### src/rtl/pme_pkg.sv
package pme_pkg;
  localparam int SRC_N = 5;

  localparam int SRC_EXT  = 0;
  localparam int SRC_LID  = 1;
  localparam int SRC_PWR  = 2;
  localparam int SRC_RING = 3;
  localparam int SRC_ALRT = 4;

  localparam int CTL_LID_RISE = 0;
  localparam int CTL_LID_FALL = 1;
  localparam int CTL_BAT_BLK  = 2;
  localparam int CTL_RING_ON  = 3;
  localparam int CTL_ALRT_ON  = 4;

  typedef enum logic [1:0] {
    ADR_SMI_EN  = 2'd0,
    ADR_WAKE_EN = 2'd1,
    ADR_CTRL    = 2'd2,
    ADR_STAT    = 2'd3
  } pme_addr_e;

  localparam int PIN_N = 6;
  localparam int PIN_EXT  = 0;
  localparam int PIN_LID  = 1;
  localparam int PIN_PWR  = 2;
  localparam int PIN_BAT  = 3;
  localparam int PIN_RING = 4;
  localparam int PIN_ALRT = 5;
  localparam logic [PIN_N-1:0] PIN_IDLE = 6'b111101;
endpackage

### src/rtl/pme_sync.sv
module pme_sync #(
  parameter int W = 1,
  parameter logic [W-1:0] RST_VAL = '0
) (
  input  logic         clk,
  input  logic         rst_n,
  input  logic [W-1:0] d,
  output logic [W-1:0] q
);
  logic [W-1:0] meta_q;

  always_ff @(posedge clk or negedge rst_n) begin
    if (!rst_n) begin
      meta_q <= RST_VAL;
      q      <= RST_VAL;
    end else begin
      meta_q <= d;
      q      <= meta_q;
    end
  end
endmodule

### src/rtl/pme_debounce.sv
module pme_debounce #(
  parameter int   CYCLES  = 16,
  parameter logic RST_VAL = 1'b0
) (
  input  logic clk,
  input  logic rst_n,
  input  logic d,
  output logic rise,
  output logic fall
);
  localparam int CW = $clog2(CYCLES + 1);
  localparam logic [CW-1:0] LAST = CW'(CYCLES - 1);

  logic          stable_q;
  logic [CW-1:0] run_q;

  always_ff @(posedge clk or negedge rst_n) begin
    if (!rst_n) begin
      stable_q <= RST_VAL;
      run_q    <= '0;
      rise     <= 1'b0;
      fall     <= 1'b0;
    end else begin
      rise <= 1'b0;
      fall <= 1'b0;
      if (d == stable_q) begin
        run_q <= '0;
      end else if (run_q == LAST) begin
        stable_q <= d;
        run_q    <= '0;
        rise     <= d;
        fall     <= ~d;
      end else begin
        run_q <= run_q + 1'b1;
      end
    end
  end
endmodule

### src/rtl/pme_fall_rearm.sv
module pme_fall_rearm #(
  parameter int REARM = 4
) (
  input  logic clk,
  input  logic rst_n,
  input  logic s,
  output logic ev
);
  localparam int CW = $clog2(REARM + 1);
  localparam logic [CW-1:0] FULL = CW'(REARM);

  logic [CW-1:0] high_q;

  always_ff @(posedge clk or negedge rst_n) begin
    if (!rst_n) begin
      high_q <= '0;
      ev     <= 1'b0;
    end else begin
      ev <= ~s && (high_q >= FULL);
      if (!s)
        high_q <= '0;
      else if (high_q != FULL)
        high_q <= high_q + 1'b1;
    end
  end
endmodule

### src/rtl/pm_event_detect.sv
module pm_event_detect
  import pme_pkg::*;
#(
  parameter int DEB_CYCLES = 533334,
  parameter int REARM_CLKS = 4
) (
  input  logic             clk,
  input  logic             rst_n,
  input  logic             ext_smi_n,
  input  logic             lid_in,
  input  logic             pwrbtn_n,
  input  logic             ring_n,
  input  logic             batlow_n,
  input  logic             alert_n,
  input  logic             reg_we,
  input  logic [1:0]       reg_addr,
  input  logic [SRC_N-1:0] reg_wdata,
  output logic             smi_n,
  output logic             wake_req,
  output logic [SRC_N-1:0] status,
  output logic [1:0]       gpi_val
);
  localparam int GP_N = 2;

  logic [PIN_N-1:0] raw, sy;
  logic             ev_ext, lid_r, lid_f, pwr_r, pwr_f;
  logic [GP_N-1:0]  gp_now, gp_prev, gp_feat, gp_ev;
  logic [SRC_N-1:0] smi_en_q, wake_en_q, ctrl_q, set_v, clr_v;
  logic             lid_ev, bat_block;

  assign raw[PIN_EXT]  = ext_smi_n;
  assign raw[PIN_LID]  = lid_in;
  assign raw[PIN_PWR]  = pwrbtn_n;
  assign raw[PIN_BAT]  = batlow_n;
  assign raw[PIN_RING] = ring_n;
  assign raw[PIN_ALRT] = alert_n;

  pme_sync #(.W(PIN_N), .RST_VAL(PIN_IDLE)) u_sync (
    .clk(clk), .rst_n(rst_n), .d(raw), .q(sy)
  );

  pme_fall_rearm #(.REARM(REARM_CLKS)) u_ext (
    .clk(clk), .rst_n(rst_n), .s(sy[PIN_EXT]), .ev(ev_ext)
  );

  pme_debounce #(.CYCLES(DEB_CYCLES), .RST_VAL(1'b0)) u_lid_db (
    .clk(clk), .rst_n(rst_n), .d(sy[PIN_LID]), .rise(lid_r), .fall(lid_f)
  );

  pme_debounce #(.CYCLES(DEB_CYCLES), .RST_VAL(1'b1)) u_pwr_db (
    .clk(clk), .rst_n(rst_n), .d(sy[PIN_PWR]), .rise(pwr_r), .fall(pwr_f)
  );

  assign lid_ev = (lid_r & ctrl_q[CTL_LID_RISE]) | (lid_f & ctrl_q[CTL_LID_FALL]);

  // Active-low general-purpose style inputs: fall edge becomes an event when enabled
  assign gp_now  = {sy[PIN_ALRT], sy[PIN_RING]};
  assign gp_feat = {ctrl_q[CTL_ALRT_ON], ctrl_q[CTL_RING_ON]};
  assign gpi_val = gp_now;

  for (genvar g = 0; g < GP_N; g++) begin : g_gp
    always_ff @(posedge clk or negedge rst_n) begin
      if (!rst_n) gp_prev[g] <= 1'b1;
      else        gp_prev[g] <= gp_now[g];
    end
    assign gp_ev[g] = gp_feat[g] & gp_prev[g] & ~gp_now[g];
  end

  always_comb begin
    set_v           = '0;
    set_v[SRC_EXT]  = ev_ext;
    set_v[SRC_LID]  = lid_ev;
    set_v[SRC_PWR]  = pwr_f & ~pwr_r;
    set_v[SRC_RING] = gp_ev[0];
    set_v[SRC_ALRT] = gp_ev[1];
  end

  assign clr_v = (reg_we && reg_addr == ADR_STAT) ? reg_wdata : '0;

  always_ff @(posedge clk or negedge rst_n) begin
    if (!rst_n) begin
      smi_en_q  <= '0;
      wake_en_q <= '0;
      ctrl_q    <= '0;
    end else if (reg_we) begin
      case (reg_addr)
        ADR_SMI_EN:  smi_en_q  <= reg_wdata;
        ADR_WAKE_EN: wake_en_q <= reg_wdata;
        ADR_CTRL:    ctrl_q    <= reg_wdata;
        default:     ;
      endcase
    end
  end

  always_ff @(posedge clk or negedge rst_n) begin
    if (!rst_n) status <= '0;
    else        status <= (status & ~clr_v) | set_v;
  end

  assign bat_block = ctrl_q[CTL_BAT_BLK] & ~sy[PIN_BAT];
  assign smi_n     = ~|(status & smi_en_q);
  assign wake_req  = (|(status & wake_en_q)) & ~bat_block;
endmodule

### config.mk
export PLATFORM = sky130hd
export DESIGN_NAME = pm_event_detect
export DESIGN_NICKNAME = d
export VERILOG_FILES = /design/src/rtl/pme_pkg.sv /design/src/rtl/pme_sync.sv /design/src/rtl/pme_debounce.sv /design/src/rtl/pme_fall_rearm.sv /design/src/rtl/pm_event_detect.sv
export SDC_FILE = /design/constraint.sdc
export NUM_CORES = 1
export LEC_CHECK = 0
export BUFFER_PORTS_ARGS = -buffer_cell sky130_fd_sc_hd__buf_2
export CORE_ASPECT_RATIO = 0.7
export CORE_MARGIN = 3
export CORE_UTILIZATION = 35
export CTS_BUF_LIST = sky130_fd_sc_hd__clkbuf_4 sky130_fd_sc_hd__clkbuf_8 sky130_fd_sc_hd__clkbuf_16
export DETAILED_ROUTE_END_ITERATION = 8
export GPL_TIMING_DRIVEN = 0
export SKIP_LAST_GASP = 1
export SLEW_MARGIN = 20
export SYNTH_ARGS = -nofsm -noshare
export SYNTH_HDL_FRONTEND = slang
export SYNTH_HIERARCHICAL = 1
export SYNTH_SLANG_ARGS = --single-unit
### constraint.sdc
create_clock -name clk -period 2 [get_ports clk]
set_input_delay 0.6 -clock clk [delete_from_list [all_inputs] [get_ports clk]]
set_output_delay 0.6 -clock clk [all_outputs]
set_load 0.02 [all_outputs]
# Word-level counts from Yosys, hierarchy flattened
# Cells that the tools add are included.
# totals
reg_bits	84
output_inout_bits	9
elab_cells	82
# op_classes
n_mux	15
n_reduce_logical	11
eq_ne	9
bitwise_logic	25
addsub	3
order_cmp	1
# op_table
op	count
$mux W20	4
$add A20 B1 Y20 const B	2
$eq A20 B20 Y1 const B	2
$and A5 B5 Y5	3
$not A1 Y1	10
$reduce_and A2 Y1	5
$reduce_or A5 Y1	2
$and A1 B1 Y1	9
$mux W1	8
$mux W3	2
$mux W5	1
$not A5 Y5	1
$or A5 B5 Y5	1
$eq A2 B2 Y1 const B	2
$add A3 B1 Y3 const B	1
$ge A3 B3 Y1 const B	1
$ne A3 B3 Y1 const B	1
$eq A1 B1 Y1	2
$eq A2 B1 Y1 const B	1
$logic_and A1 B1 Y1	2
$logic_not A2 Y1	1
$ne A2 B1 Y1 const B	1
$logic_not A1 Y1	1
$or A1 B1 Y1	1

# Longest topological paths before layout
# depth
word_depth	6
mapped_depth	7

# Modules after synthesis
# The synthesis kept the hierarchy.
# by_module_without_submodules
module	cells_per_inst	seq_area_each_um2	area_per_inst_um2	n_inst
pme_debounce at u_pwr_db	113	576.8	1154.9	1
pme_debounce at u_lid_db	113	575.6	1153.6	1
pm_event_detect	64	553.0	902.1	1
pme_sync	12	312.8	312.8	1
pme_fall_rearm	19	100.1	195.2	1

# Worst setup path before layout
# No wires, ideal clock.
# synth_path
path_kind	reg2reg
from	register u_lid_db.run_q[1]
to	register u_lid_db.run_q[10]
stages_incl_launch_ff	8
t_arrival_ps	1673
t_required_ps	1879
path_slack_ps	205
path_buffers	1
period_less_slack_ps	1795
cell_sequence	dfrtp_1 inv_1 ha_1 nor4b_1 nand3_1 o31ai_4 buf_2 nor2_1
# synth_via
elab_chain_cells	3
elab_cells_between_ends	4
# synth_rtl
element	line	source
from (decl)	pme_debounce.sv:15	logic [CW-1:0] run_q;
from (signal assigned)	pme_debounce.sv:34	run_q <= run_q + 1'b1;
$add A20 B1 Y20 or $eq A20 B20 Y1 (tied branches)	pme_debounce.sv:34, pme_debounce.sv:28	
$mux W20 (*)	pme_debounce.sv:28	end else if (run_q == LAST) begin
$mux W20 (*)	pme_debounce.sv:26	if (d == stable_q) begin
# Mark *: on every way between the ends. The rest lies on a longest branch, timed or not.
# A chain may end at the register's enable or synchronous reset.

# Worst setup path after layout
# layout_path
from	register status[4]
to	output port wake_req
# layout_via
elab_chain_cells	3
# layout_rtl
element	line	source
from (decl)	pm_event_detect.sv:20	output logic [SRC_N-1:0] status,
from (signal assigned)	pm_event_detect.sv:97	else status <= (status & ~clr_v) | set_v;
$and A5 B5 Y5	pm_event_detect.sv:102	assign wake_req = (|(status & wake_en_q)) & ~bat_block;
$reduce_or A5 Y1	pm_event_detect.sv:102	
$and A1 B1 Y1	pm_event_detect.sv:102	
to (decl)	pm_event_detect.sv:19	output logic wake_req,
# No other way between the ends.

==> impl_metrics.env <==
export IMPL_max_freq_mhz=501
export IMPL_period_minus_slack_ns=1.99
export IMPL_die_x_um=129
export IMPL_hold_violations=0
export IMPL_placed_area_um2=4020
export IMPL_overflow=0
export IMPL_die_y_um=92.2
export IMPL_clk_latency_ns=0.34
export IMPL_drtPass1Iterations=4
export IMPL_drv_cap=0
export IMPL_synth_area_leaders="dfrtp_1 (48%), dfstp_2 (9.2%), xnor2_1 (6.1%)"
export IMPL_rsz0062_at_grt="yes"
export IMPL_syn_to_final_growth_pct=18.1
export IMPL_endpoint_kind="primary output"
export IMPL_yosysMostFrequentCell="dfrtp_1"
export IMPL_ys_ff_latch=84
export IMPL_hold_class="in -> async"
export IMPL_fin_skew_ns=0.00815
export IMPL_cts_sinks=84
export IMPL_grt_first_pass_wirelength_mm=12.1
export IMPL_slew_violations=0
export IMPL_htree_levels=3
export IMPL_cts_buffers=9
export IMPL_status="finished clean"
export IMPL_syn_nets=343
export IMPL_grt_start_max_net_pins=57
export IMPL_core_area_um2=10000
export IMPL_clkTransAtPathRegs_ns=0.06
export IMPL_p_leak_nw=1.81
export IMPL_crit_fanout=4
export IMPL_die_area_um2=11900
export IMPL_io_pins=25
export IMPL_postLayoutCellArea_um2=4390
export IMPL_synth_commonest_cells="dfrtp_1 (71), nor2_1 (46), xnor2_1 (26)"
export IMPL_antenna_found_initial=0
export IMPL_final_layout_size_suffix_gt1_share_pct=24.2
export IMPL_async_flop_share_pct=100
export IMPL_yosysTopAreaCell="dfrtp_1"
export IMPL_route_vias_total=2535
export IMPL_arrival_ns=1.39
export IMPL_dp_hpwl_mm=4.87
export IMPL_nNetsFinal=380
export IMPL_ant_nets=0
export IMPL_vias_per_cell=5.16
export IMPL_start_kind="flop"
export IMPL_cts_hold_buf=0
export IMPL_first_iter_violations=180
export IMPL_slew_headroom_pct=68.9
export IMPL_gr_usage_all_layers_pct=13.0
export IMPL_yosysSeqAreaShare_pct=57.0
export IMPL_drc=0
export IMPL_clockBufferDepth=2
export IMPL_critical_path_class="reg -> out"
export IMPL_ys_types=40
export IMPL_synthesis_area_um2=3720
export IMPL_post_place_ws_ns=-0.201
export IMPL_syn_inst=321
export IMPL_finalCritPeriodShare_pct=99.7
export IMPL_tightest_slew_ns=0.462
export IMPL_synth_top_cell_area_share_pct=47.8
export IMPL_antennaDiodeCount=0
export IMPL_syn_avg_cell_area_um2=11.6
export IMPL_initial_core_util_pct=37.1
export IMPL_yosysWarningCount=6
export IMPL_power_density_nw_per_um2=910
export IMPL_ys_flop_type="dfrtp_1"
export IMPL_fp_row_count=30
export IMPL_tritoncts="yes"
export IMPL_grt_pass1_vias=2387
export IMPL_portBuffers=22
export IMPL_setup_ws_ns=0.00575
export IMPL_drt_total_wl_mm=7.11
export IMPL_wl_per_cell_um=14.5
export IMPL_ir_drop_mv=0.410
export IMPL_synth_edf_count=0
export IMPL_setup_violations_final=0
export IMPL_cp_required_ns=1.40
export IMPL_globalplace_congestion=0.781
export IMPL_root_buffer="clkbuf_16"
==> per-layer routing <==
metal	GRT usage (%)	routed length, um
met1	19.0	3610
met5	0	0
met3	4.66	402
met4	4.20	91
met2	17.7	3000
==> registers in the layout, indices dropped and copies added (netlist names) <==
register / count
u_ext/ev: 1
u_lid_db/stable_q: 1
u_pwr_db/rise: 1
wake_en_q: 5
ctrl_q: 5
u_sync/q: 6
u_lid_db/fall: 1
u_sync/meta_q: 6
u_pwr_db/fall: 1
u_pwr_db/stable_q: 1
u_lid_db/rise: 1
u_pwr_db/run_q: 20
status: 5
gp_prev: 2
u_ext/high_q: 3
smi_en_q: 5
u_lid_db/run_q: 20
==> worst max-delay path, stage by stage (launching register included) <==
cell and delay, ns:
dfrtp_1 0.42, a222oi_1 0.34, a21oi_1 0.13, buf_4 0.17
==> through the flow <==
| step | power [mW] | utilization, % | setup TNS [ns] | instances | hold slack, ns |
|---|---|---|---|---|---|
| finish | 4.00 | 43.8 | 0 | 491 | 0.182 |
| global route | 4.18 | 43.8 | -0.220 | 491 | 0.203 |
| CTS | 4.05 | 43.5 | -0.0518 | 491 | 0.186 |
| detailed placement | 2.27 | 40.1 | -3.59 | 472 | 0.336 |
| global placement | 2.24 | 39.8 | -25.41 | 471 | 0.333 |
| floorplan | 2.11 | - | 0 | 321 | 0.304 |
==> cell usage in the layout (no fill, tap or decap), types with 8 or more instances in the layout <==
cell	count
nand3_1	14
clkbuf_16	9
mux2_2	17
nor4_1	8
inv_1	10
dfrtp_1	71
dfstp_2	13
buf_2	20
nor2_1	46
xnor2_1	26
nor3_1	8
nand2_1	15
nand4_1	17
==> repair_timing <==
action / in CTS / in global routing
gates resized for setup: 1 / 7
setup endpoints to repair: 22 / 42
pin swaps: 4 / 4
buffers inserted: 3 / 0
==> path summary, 6_finish.rpt <==
kind | startpoint | to | slack [ns] | cells past startpoint
worst max-delay path | status[4] | wake_req | 0.006 | 3
worst min-delay path | rst_n | ctrl_q[3] | 0.18 | 1
worst max register to register | u_lid_db/run_q[1] | u_lid_db/run_q[10] | 0.15 | 7
worst min register to register | u_sync/meta_q[1] | u_sync/q[1] | 0.35 | 0
max in group asynchronous | rst_n | u_sync/q[3] | 1.17 | 2
min in group clk | u_sync/meta_q[1] | u_sync/q[1] | 0.35 | 0
==> power by group <==
| part | internal (mW) | switching [mW] |
|---|---|---|
| Clock | 1.00 | 0.735 |
| Sequential | 1.82 | 0.0843 |
| Combinational | 0.173 | 0.187 |
| Total | 2.99 | 1.01 |
==> kinds of logic after synthesis <==
group                    Yosys count  synth area share [%]
flip-flops                        84                  57.0
multiplexers                      19                  5.69
XOR/XNOR                          32                  7.54
adder cells (fa/ha/maj)            6                  2.02
AO/OA/AOI/OAI                     26                  5.28
AND/OR/NAND/NOR                  140                  21.0
buffers and inverters             14                  1.48
==> cell type report <==
cell class | instances | area, um^2
sequential | 84 | 2120
clock inverter | 7 | 87.6
clock buffer | 9 | 225
timing repair buffer | 26 | 171
tap | 128 | 160
buffer | 4 | 20.0
multi-input combinational | 223 | 1570
inverter | 10 | 37.5
fill | 936 | 5630
No activity file was read; power rests on OpenSTA's default activity.
